## src/rtl/pgm_pkg.sv

```systemverilog
package pgm_pkg;
  localparam int RAILS_DEF  = 6;
  localparam int DATA_W_DEF = 8;
  localparam int ADDR_W_DEF = 4;

  // register addresses
  localparam int ADR_CTRL   = 0;
  localparam int ADR_FILTER = 1;
  localparam int ADR_ENABLE = 2;
  localparam int ADR_RMASK  = 3;
  localparam int ADR_FMASK  = 4;
  localparam int ADR_SEL0   = 5;
  localparam int ADR_SEL1   = 6;
  localparam int ADR_STATUS = 7;
  localparam int ADR_RFLAG  = 8;
  localparam int ADR_FFLAG  = 9;

  typedef struct packed {
    logic gpo_level;   // bit 2
    logic pg1_as_gpo;  // bit 1
    logic window;      // bit 0
  } ctrl_t;

  localparam int CTRL_W = $bits(ctrl_t);
endpackage

```

## src/rtl/pgm_filter.sv

```systemverilog
module pgm_filter #(
  parameter int CNT_W = 8
) (
  input  logic             clk,
  input  logic             rst_n,
  input  logic             din,
  input  logic [CNT_W-1:0] hold_len,
  output logic             dout
);
  logic             s1_q, s2_q;
  logic [CNT_W-1:0] cnt_q;

  always_ff @(posedge clk or negedge rst_n) begin
    if (!rst_n) begin
      s1_q  <= 1'b0;
      s2_q  <= 1'b0;
      cnt_q <= '0;
      dout  <= 1'b0;
    end else begin
      s1_q <= din;
      s2_q <= s1_q;
      if (s2_q == dout) begin
        cnt_q <= '0;
      end else if (cnt_q >= hold_len) begin
        dout  <= s2_q;
        cnt_q <= '0;
      end else begin
        cnt_q <= cnt_q + 1'b1;
      end
    end
  end


  filter_accept_chk: assert property (@(posedge clk) disable iff (!rst_n)
    !$stable(dout) |-> (dout == $past(s2_q)));
endmodule

```

## src/rtl/pgm_rail_edge.sv

```systemverilog
module pgm_rail_edge #(
  parameter int N = 6
) (
  input  logic         clk,
  input  logic         rst_n,
  input  logic         window,
  input  logic [N-1:0] uv_f,
  input  logic [N-1:0] ov_f,
  input  logic [N-1:0] enable,
  output logic [N-1:0] valid,
  output logic [N-1:0] rise_evt,
  output logic [N-1:0] fall_evt
);
  logic [N-1:0] prev_q;

  always_comb begin
    valid = window ? (uv_f & ov_f) : uv_f;
  end

  always_ff @(posedge clk or negedge rst_n) begin
    if (!rst_n) prev_q <= '0;
    else        prev_q <= valid;
  end

  assign rise_evt = valid & ~prev_q & enable;
  assign fall_evt = ~valid & prev_q & enable;


  status_mode_chk: assert property (@(posedge clk) disable iff (!rst_n)
    !window |-> (valid == uv_f));
endmodule

```

## src/rtl/pgm_flag_bank.sv

```systemverilog
module pgm_flag_bank #(
  parameter int N = 6
) (
  input  logic         clk,
  input  logic         rst_n,
  input  logic [N-1:0] evt,
  input  logic [N-1:0] mask,
  input  logic [N-1:0] clr,
  output logic [N-1:0] flag
);
  always_ff @(posedge clk or negedge rst_n) begin
    if (!rst_n) flag <= '0;
    else        flag <= (flag & ~clr) | (evt & ~mask);
  end

  for (genvar i = 0; i < N; i++) begin : g_chk

    masked_hold_chk: assert property (@(posedge clk) disable iff (!rst_n)
      (!flag[i] && mask[i]) |=> !flag[i]);

    event_wins_chk: assert property (@(posedge clk) disable iff (!rst_n)
      (evt[i] && !mask[i]) |=> flag[i]);
  end
endmodule

```

## src/rtl/pgm_pg_combine.sv

```systemverilog
module pgm_pg_combine #(
  parameter int N = 6
) (
  input  logic         clk,
  input  logic         rst_n,
  input  logic [N-1:0] valid,
  input  logic [N-1:0] enable,
  input  logic [N-1:0] sel0,
  input  logic [N-1:0] sel1,
  input  logic         pg1_as_gpo,
  input  logic         gpo_level,
  output logic         pg0,
  output logic         pg1
);
  logic [N-1:0] use0, use1;
  logic         good0, good1;

  always_comb begin
    use0  = sel0 & enable;
    use1  = sel1 & enable;
    good0 = &(valid | ~use0);
    good1 = &(valid | ~use1);
  end

  always_ff @(posedge clk or negedge rst_n) begin
    if (!rst_n) begin
      pg0 <= 1'b1;
      pg1 <= 1'b1;
    end else begin
      pg0 <= good0;
      pg1 <= pg1_as_gpo ? gpo_level : good1;
    end
  end


  pg0_empty_chk: assert property (@(posedge clk) disable iff (!rst_n)
    ((sel0 & enable) == '0) |=> pg0);

  pg0_cause_chk: assert property (@(posedge clk) disable iff (!rst_n)
    !pg0 |-> $past(|(sel0 & enable & ~valid)));
endmodule

```

## src/rtl/power_good_monitor.sv

```systemverilog
module power_good_monitor
  import pgm_pkg::*;
#(
  parameter int NUM_RAILS = RAILS_DEF,
  parameter int DATA_W    = DATA_W_DEF,
  parameter int ADDR_W    = ADDR_W_DEF
) (
  input  logic                 clk,
  input  logic                 rst_n,
  input  logic                 reg_wr_en,
  input  logic [ADDR_W-1:0]    reg_addr,
  input  logic [DATA_W-1:0]    reg_wdata,
  output logic [DATA_W-1:0]    reg_rdata,
  input  logic [NUM_RAILS-1:0] cmp_uv_ok,
  input  logic [NUM_RAILS-1:0] cmp_ov_ok,
  output logic                 pg0,
  output logic                 pg1,
  output logic                 irq_n
);
  localparam int N = NUM_RAILS;

  ctrl_t              ctrl_q;
  logic [DATA_W-1:0]  hold_q;
  logic [N-1:0]       en_q, rmask_q, fmask_q, sel0_q, sel1_q;
  logic [N-1:0]       uv_f, ov_f, valid, rise_evt, fall_evt;
  logic [N-1:0]       rise_flag, fall_flag, rise_clr, fall_clr;

  function automatic logic hit(input logic [ADDR_W-1:0] a, input int code);
    return a == ADDR_W'(code);
  endfunction

  // configuration registers
  always_ff @(posedge clk or negedge rst_n) begin
    if (!rst_n) begin
      ctrl_q  <= '0;
      hold_q  <= '0;
      en_q    <= '0;
      rmask_q <= '0;
      fmask_q <= '0;
      sel0_q  <= '0;
      sel1_q  <= '0;
    end else if (reg_wr_en) begin
      if (hit(reg_addr, ADR_CTRL))   ctrl_q  <= ctrl_t'(reg_wdata[CTRL_W-1:0]);
      if (hit(reg_addr, ADR_FILTER)) hold_q  <= reg_wdata;
      if (hit(reg_addr, ADR_ENABLE)) en_q    <= reg_wdata[N-1:0];
      if (hit(reg_addr, ADR_RMASK))  rmask_q <= reg_wdata[N-1:0];
      if (hit(reg_addr, ADR_FMASK))  fmask_q <= reg_wdata[N-1:0];
      if (hit(reg_addr, ADR_SEL0))   sel0_q  <= reg_wdata[N-1:0];
      if (hit(reg_addr, ADR_SEL1))   sel1_q  <= reg_wdata[N-1:0];
    end
  end

  assign rise_clr = (reg_wr_en && hit(reg_addr, ADR_RFLAG)) ? reg_wdata[N-1:0] : '0;
  assign fall_clr = (reg_wr_en && hit(reg_addr, ADR_FFLAG)) ? reg_wdata[N-1:0] : '0;

  // per-rail input conditioning
  for (genvar i = 0; i < N; i++) begin : g_rail
    pgm_filter #(.CNT_W(DATA_W)) u_uv (
      .clk      (clk),
      .rst_n    (rst_n),
      .din      (cmp_uv_ok[i]),
      .hold_len (hold_q),
      .dout     (uv_f[i])
    );
    pgm_filter #(.CNT_W(DATA_W)) u_ov (
      .clk      (clk),
      .rst_n    (rst_n),
      .din      (cmp_ov_ok[i]),
      .hold_len (hold_q),
      .dout     (ov_f[i])
    );
  end

  pgm_rail_edge #(.N(N)) u_edge (
    .clk      (clk),
    .rst_n    (rst_n),
    .window   (ctrl_q.window),
    .uv_f     (uv_f),
    .ov_f     (ov_f),
    .enable   (en_q),
    .valid    (valid),
    .rise_evt (rise_evt),
    .fall_evt (fall_evt)
  );

  pgm_flag_bank #(.N(N)) u_rise (
    .clk   (clk),
    .rst_n (rst_n),
    .evt   (rise_evt),
    .mask  (rmask_q),
    .clr   (rise_clr),
    .flag  (rise_flag)
  );

  pgm_flag_bank #(.N(N)) u_fall (
    .clk   (clk),
    .rst_n (rst_n),
    .evt   (fall_evt),
    .mask  (fmask_q),
    .clr   (fall_clr),
    .flag  (fall_flag)
  );

  pgm_pg_combine #(.N(N)) u_pg (
    .clk        (clk),
    .rst_n      (rst_n),
    .valid      (valid),
    .enable     (en_q),
    .sel0       (sel0_q),
    .sel1       (sel1_q),
    .pg1_as_gpo (ctrl_q.pg1_as_gpo),
    .gpo_level  (ctrl_q.gpo_level),
    .pg0        (pg0),
    .pg1        (pg1)
  );

  always_ff @(posedge clk or negedge rst_n) begin
    if (!rst_n) irq_n <= 1'b1;
    else        irq_n <= ~|(rise_flag | fall_flag);
  end

  // read mux
  always_comb begin
    reg_rdata = '0;
    if (hit(reg_addr, ADR_CTRL))   reg_rdata[CTRL_W-1:0] = ctrl_q;
    if (hit(reg_addr, ADR_FILTER)) reg_rdata = hold_q;
    if (hit(reg_addr, ADR_ENABLE)) reg_rdata[N-1:0] = en_q;
    if (hit(reg_addr, ADR_RMASK))  reg_rdata[N-1:0] = rmask_q;
    if (hit(reg_addr, ADR_FMASK))  reg_rdata[N-1:0] = fmask_q;
    if (hit(reg_addr, ADR_SEL0))   reg_rdata[N-1:0] = sel0_q;
    if (hit(reg_addr, ADR_SEL1))   reg_rdata[N-1:0] = sel1_q;
    if (hit(reg_addr, ADR_STATUS)) reg_rdata[N-1:0] = valid;
    if (hit(reg_addr, ADR_RFLAG))  reg_rdata[N-1:0] = rise_flag;
    if (hit(reg_addr, ADR_FFLAG))  reg_rdata[N-1:0] = fall_flag;
  end


  irq_hold_chk: assert property (@(posedge clk) disable iff (!rst_n)
    (|(rise_flag | fall_flag)) |=> !irq_n);

  disabled_quiet_chk: assert property (@(posedge clk) disable iff (!rst_n)
    ((rise_flag == '0) && (fall_flag == '0) && (en_q == '0)) |=> !(|(rise_flag | fall_flag)));
endmodule

```

## config.mk

```make
export PLATFORM = sky130hd
export DESIGN_NAME = power_good_monitor
export DESIGN_NICKNAME = d
export VERILOG_FILES = /design/src/rtl/pgm_pkg.sv /design/src/rtl/pgm_filter.sv /design/src/rtl/pgm_rail_edge.sv /design/src/rtl/pgm_flag_bank.sv /design/src/rtl/pgm_pg_combine.sv /design/src/rtl/power_good_monitor.sv
export SDC_FILE = /design/constraint.sdc
export NUM_CORES = 1
export LEC_CHECK = 0
export BUFFER_PORTS_ARGS = -buffer_cell sky130_fd_sc_hd__buf_4
export CAP_MARGIN = 20
export CORE_ASPECT_RATIO = 1.1
export CORE_MARGIN = 4
export CORE_UTILIZATION = 30
export DETAILED_ROUTE_END_ITERATION = 16
export PLACE_DENSITY = 0.45
export SKIP_CTS_REPAIR_TIMING = 1
export SYNTH_ARGS = -nofsm -noshare
export SYNTH_HDL_FRONTEND = slang
export SYNTH_SLANG_ARGS = --single-unit
```

## constraint.sdc

```tcl
create_clock -name clk -period 3.8 [get_ports clk]
set_input_delay 0.76 -clock clk [delete_from_list [all_inputs] [get_ports clk]]
set_output_delay 0.76 -clock clk [all_outputs]
set_load 0.01 [all_outputs]
```

==> impl_metrics.py, run 1 <==
metrics = {
    "sta": {
        "clock.fmax_ghz": 0.314,
        "final_hold_viol_count": 0,
        "tns_ps": 0,
        "slew_headroom_pct": 41.5,
        "holdWs_ps": 346,
        "rsz0062_at_grt": "false",
        "setup_violations": 0,
        "period_needed_ps": 3190,
        "post-route-period-util_pct": 83.9,
        "clock-skew-final_ps": 10.9,
        "drv_slew": 0,
        "max_slew.worst_pin.slew_ps": 877,
    },
    "run_status": {
        "status": "complete, no violations",
    },
    "placement": {
        "numPortBuffers": 37,
        "place_congestion": 0.833,
        "place_hpwl_um": 17800,
        "placed_cell_area_mm2": 0.0112,
    },
    "cts": {
        "numCtsBuffers": 17,
        "clkSinkCount": 194,
        "cts_root_buf": "clkbuf_16",
        "clk_pin_slew_worst_paths_ps": 70,
        "clockBufferDepth": 2,
        "cts_tree": "built",
        "h-tree-depth": 4,
        "worstSkewPairLatency_ps": 440,
    },
    "yosys": {
        "synthTopCellsByArea": "dfrtp_1, ha_1, mux2_2, xor2_1, nor2_1",
        "ys_types": 56,
        "synthFlopType": "dfrtp_1",
        "syn_nets": 1084,
        "synth.avg_cell_area_um2": 10.9,
        "yosysTopAreaCellShare_pct": 46.2,
        "yosysSeqAreaShare_pct": 46.9,
        "syn_area_mm2": 0.0104,
        "synth_top_area_cell": "dfrtp_1",
        "synth-seq-cells": 194,
        "synth.most_common_cell": "dfrtp_1",
        "yosysWarnings": 0,
        "synthCells": 949,
        "synth-edff-count": 0,
        "synth_top_cells_by_count": "dfrtp_1, nor2_1, ha_1",
        "async_reset_ff_share_pct": 100,
    },
    "critical_path": {
        "path_buf_inv": 3,
        "cp_cell_sequence": "inv_2, o21ai_0, inv_1, mux2i_1, o22a_1, o221ai_1, buf_4",
        "crit_path_end_kind": "primary output",
        "start_kind": "flop",
        "cp_top_family": "compound AO/OA/AOI/OAI gates",
        "crit_slowest_cell": "o21ai_0",
        "cp.arrival_ps": 2430,
        "criticalPathCategory": "reg -> out",
        "slowest_delay_ps": 570,
        "path_max_fanout": 6,
        "crit_required_ps": 3040,
    },
    "power": {
        "leakage_nw": 5.50,
        "max-vdd-ir-drop_mv": 0.241,
        "power_mw": 6.62,
        "p_per_area_mw_per_mm2": 562,
    },
    "floorplanning": {
        "die_x_um": 185,
        "core-area_mm2": 0.0341,
        "start_util_pct": 30.4,
        "num_rows": 71,
        "die_h_um": 203,
        "ios": 38,
        "die_area_mm2": 0.0376,
    },
    "detailed_routing": {
        "drtIter0Drc": 326,
        "firstDrtPassIters": 5,
        "routed_wl_um": 25400,
        "viasPerCell": 4.86,
        "vias": 7067,
        "ant_nets": 0,
        "drcViolationCount": 0,
        "post_drt_wl_per_cell_um": 17.5,
    },
    "finish": {
        "finish.utilization_pct": 34.5,
        "design_area_mm2": 0.0118,
        "layout-drive-gt1-share_pct": 15.4,
        "seqCellArea_mm2": 0.00486,
        "biggestRegsByFlops": "g_rail.u_ov.cnt_q: 48 flops, g_rail.u_uv.cnt_q: 48 flops, hold_q: 8 flops",
        "nNetsFinal": 1138,
        "n_antenna_cell": 0,
        "multi_input_area_mm2": 0.00528,
        "fill_cells": 3511,
        "syn_to_final_growth_pct": 13.7,
    },
    "global_route": {
        "grt_pass1_wl_um": 40900,
        "grt_pass1_vias": 7100,
        "antenna_found_initial": 0,
        "track_usage_pct": 14.0,
        "grt_max_degree": 80,
        "grt_overflow": 0,
    },
    "job": {
        "maxCapViolations": 0,
    },
    "min_path": {
        "hold_path.class": "in -> async",
    },
}
placed cells by master, fill, tap and decap left out, types with 4 or more instances in the layout:
cell type / Yosys / layout
dfrtp_1: 191 / 191
nor2_1: 124 / 124
ha_1: 108 / 108
xor2_1: 66 / 66
nand3_1: 59 / 59
mux2_2: 54 / 54
nand2_1: 48 / 48
buf_4: 2 / 43
inv_1: 38 / 38
and3_1: 35 / 35
a21oi_1: 28 / 28
o21ai_0: 20 / 20
xnor2_1: 18 / 18
clkbuf_16: 0 / 17
nor2b_1: 12 / 12
o21ai_1: 12 / 12
nor3_1: 12 / 12
a32o_1: 10 / 10
o21a_1: 9 / 9
a41oi_1: 7 / 7
mux2i_1: 7 / 7
nand2b_1: 6 / 6
inv_6: 0 / 6
a2111o_1: 5 / 5
a31oi_1: 5 / 5
nand4b_1: 4 / 4
or3_1: 4 / 4
a31oi_2: 4 / 4
nand2_2: 4 / 4
nor4_1: 4 / 4
mux2_1: 4 / 4
power breakdown:
part / switching (mW) / leakage, nW / internal (mW)
Combinational: 1.06 / 2.76 / 0.778
Clock: 0.858 / 0.282 / 0.953
Sequential: 0.488 / 2.46 / 2.48
cells by family (layout without fill, tap and decap cells):
| group | after synthesis | after routing | synth area share [%] |
|---|---|---|---|
| buffers and inverters | 51 | 118 | 2.08 |
| AO/OA/AOI/OAI | 122 | 122 | 8.33 |
| adder cells (fa/ha/maj) | 108 | 108 | 13.1 |
| flip-flops | 194 | 194 | 46.9 |
| multiplexers | 68 | 68 | 7.64 |
| XOR/XNOR | 84 | 84 | 7.11 |
| AND/OR/NAND/NOR | 322 | 322 | 14.9 |
path summary, 6_finish.rpt:
kind / from / to / slack [ps] / depth (start not counted)
worst max-delay path: ctrl_q[0]$_DFFE_PN0P_ / reg_rdata[1] / 610 / 7
worst min-delay path: rst_n / sel0_q[1]$_DFFE_PN0P_ / 350 / 1
worst max register to register: hold_q[2]$_DFFE_PN0P_ / g_rail[1].u_uv.cnt_q[7]$_DFF_PN0_ / 1320 / 7
worst min register to register: g_rail[5].u_uv.s1_q$_DFF_PN0_ / g_rail[5].u_uv.s2_q$_DFF_PN0_ / 350 / 0
max in group asynchronous: rst_n / u_pg.pg0$_DFF_PN1_ / 2590 / 2
min in group clk: g_rail[5].u_uv.s1_q$_DFF_PN0_ / g_rail[5].u_uv.s2_q$_DFF_PN0_ / 350 / 0
per-layer routing:
layer	vias up	wire length (um)	GRT usage [%]
li1	3473	-	-
met1	3437	12100	19.3
met2	122	11900	22.5
met3	35	785	2.72
met4	0	510	3.99
met5	-	0	0
stage by stage:
| stage | setup WS, ps | instances |
|---|---|---|
| after detailed placement | 887 | 1422 |
| after global routing | 559 | 1454 |
| after CTS | 657 | 1454 |
| after floorplan | 1260 | 949 |
| final | 611 | 1454 |
| after global placement | 872 | 1422 |
area by class of cell:
type | count | area share [%]
inverter | 41 | 1.31
sequential | 194 | 41.3
timing repair buffer | 45 | 3.03
clock inverter | 13 | 1.06
tap | 438 | 4.65
multi-input combinational | 704 | 44.8
clock buffer | 19 | 3.85
No activity file was read; power rests on OpenSTA's default activity.
==> run 2, diff against run 1 <==
--- a/config.mk
+++ b/config.mk
@@ -11,7 +11,7 @@
 export CORE_MARGIN = 4
 export CORE_UTILIZATION = 30
 export DETAILED_ROUTE_END_ITERATION = 16
-export PLACE_DENSITY = 0.45
+export PLACE_DENSITY = 0.46
 export SKIP_CTS_REPAIR_TIMING = 1
 export SYNTH_ARGS = -nofsm -noshare
 export SYNTH_HDL_FRONTEND = slang
==> constraint.sdc (replaced) <==
create_clock -name clk -period 2.6 [get_ports clk]
set_input_delay 0.52 -clock clk [delete_from_list [all_inputs] [get_ports clk]]
set_output_delay 0.52 -clock clk [all_outputs]
set_load 0.01 [all_outputs]
==> impl_metrics.py, run 2 (synthesis gave the netlist of run 1 again) <==
metrics = {
    "detailed_routing": {
        "drtIter0Drc": 387,
        "vias": 7175,
        "viasPerCell": 4.84,
        "drcViolationCount": 0,
        "post_drt_wl_per_cell_um": 17.0,
        "routed_wl_um": 25200,
        "firstDrtPassIters": 4,
        "ant_nets": 0,
    },
    "sta": {
        "setup_violations": 0,
        "drv_slew": 0,
        "layout_setup_ws_ps": 16.8,
        "clock.fmax_ghz": 0.387,
        "tns_ps": 0,
        "clock-skew-final_ps": 18.6,
        "final_hold_viol_count": 0,
        "rsz0062_at_grt": "true",
        "period_needed_ps": 2580,
        "slew_headroom_pct": 59.1,
        "post-route-period-util_pct": 99.4,
        "max_slew.worst_pin.slew_ps": 613,
    },
    "global_route": {
        "grt_pass1_wl_um": 41400,
        "track_usage_pct": 14.0,
        "grt_max_degree": 62,
        "grt_overflow": 0,
        "antenna_found_initial": 0,
        "grt_pass1_vias": 7353,
    },
    "placement": {
        "numPortBuffers": 37,
        "place_congestion": 0.856,
        "place_hpwl_um": 18300,
        "placed_cell_area_mm2": 0.0114,
        "place_ws_ps": 216,
    },
    "critical_path": {
        "r2r_end": "g_rail[4].u_uv.dout$_DFFE_PN0P_",
        "crit_required_ps": 2080,
        "rrSetupSlack_ps": 310,
        "criticalPathCategory": "reg -> out",
        "reg2reg_depth": 6,
        "crit_path_end_kind": "primary output",
        "path_max_fanout": 6,
        "worstReg2RegStart": "hold_q[0]$_DFFE_PN0P_",
        "cp.arrival_ps": 2060,
        "start_kind": "flop",
    },
    "floorplanning": {
        "die_h_um": 203,
        "num_rows": 71,
        "start_util_pct": 30.4,
        "die_x_um": 185,
        "die_area_mm2": 0.0376,
        "core-area_mm2": 0.0341,
        "ios": 38,
    },
    "cts": {
        "cts_root_buf": "clkbuf_16",
        "clk_pin_slew_worst_paths_ps": 80,
        "numCtsBuffers": 17,
        "cts_tree": "built",
        "worstSkewPairLatency_ps": 450,
        "clkSinkCount": 194,
        "h-tree-depth": 4,
        "clockBufferDepth": 2,
    },
    "finish": {
        "syn_to_final_growth_pct": 17.1,
        "design_area_mm2": 0.0121,
        "biggestRegsByFlops": "g_rail.u_ov.cnt_q: 48 flops, g_rail.u_uv.cnt_q: 48 flops, hold_q: 8 flops",
        "n_antenna_cell": 0,
        "final_common_cell": "dfrtp_1",
        "final_cell_mix": "dfrtp_1, nor2_1, ha_1",
        "nNetsFinal": 1166,
        "layout-drive-gt1-share_pct": 17.8,
    },
    "power": {
        "p_per_area_mw_per_mm2": 846,
        "leakage_nw": 5.69,
        "max-vdd-ir-drop_mv": 0.445,
    },
    "run_status": {
        "status": "complete, no violations",
    },
    "job": {
        "maxCapViolations": 0,
    },
    "min_path": {
        "hold_path.class": "in -> async",
    },
}
run 2: changes by cell type in the layout (fill, tap and decap cells not counted), moves of 2 or more:
cell	change
inv_8	+2
clkinvlp_4	-2
buf_12	+3
buf_4	+25
bufinv_16	+3
o21ai_2	-2
o21ai_4	+2
clkinv_2	-2
run 2: cell type report:
type,count,area (um^2)
multi-input combinational,704,5300
timing repair buffer,73,604
fill,3472,22000
sequential,194,4860
clock buffer,18,439
clock inverter,14,213
inverter,41,156
tap,438,548
run 2: metrics by stage:
| step | total power [mW] | hold WS, ps | util, % | instances |
|---|---|---|---|---|
| after floorplan | 6.02 | 224 | - | 949 |
| after CTS | 10.4 | 80.8 | 35.4 | 1478 |
| after global routing | 11.0 | 90.3 | 35.5 | 1482 |
| final | 10.3 | 69.1 | 35.5 | 1482 |
| after detailed placement | 7.36 | 337 | 33.5 | 1446 |
| after global placement | 7.33 | 332 | 33.5 | 1446 |
run 2: worst max-delay path by stage:
stage | startpoint | slack [ps] | end | cells after the start
final | ctrl_q[0]$_DFFE_PN0P_ | 20 | reg_rdata[3] | 7
after CTS | hold_q[0]$_DFFE_PN0P_ | -210 | reg_rdata[0] | 6
after global routing | ctrl_q[0]$_DFFE_PN0P_ | -50 | reg_rdata[3] | 7
after floorplan | reg_addr[1] | 540 | reg_rdata[0] | 6
after detailed placement | reg_addr[1] | 220 | reg_rdata[5] | 7
after global placement | reg_addr[1] | 190 | reg_rdata[5] | 7
run 2: critical path, stage by stage, from the launching register on:
cell and delay [ps]:
dfrtp_1 390, inv_4 80, o21ai_4 230, inv_2 70, mux4_2 460, o21ai_1 120, o21ai_1 100, buf_4 160
run 2: report_power, final:
group / leakage, nW / internal [mW] / total, mW / switching [mW]
sequential: 2.46 / 3.63 / 4.34 / 0.713
clock: 0.320 / 1.67 / 2.94 / 1.26
combinational: 2.91 / 1.38 / 2.98 / 1.61
run 2: per-layer routing:
layer	wire length (um)	global-route usage [%]	vias up
met5	0	0	-
met4	323	3.59	0
met3	688	2.56	20
met2	12000	22.5	104
met1	12100	19.6	3515
li1	-	-	3536
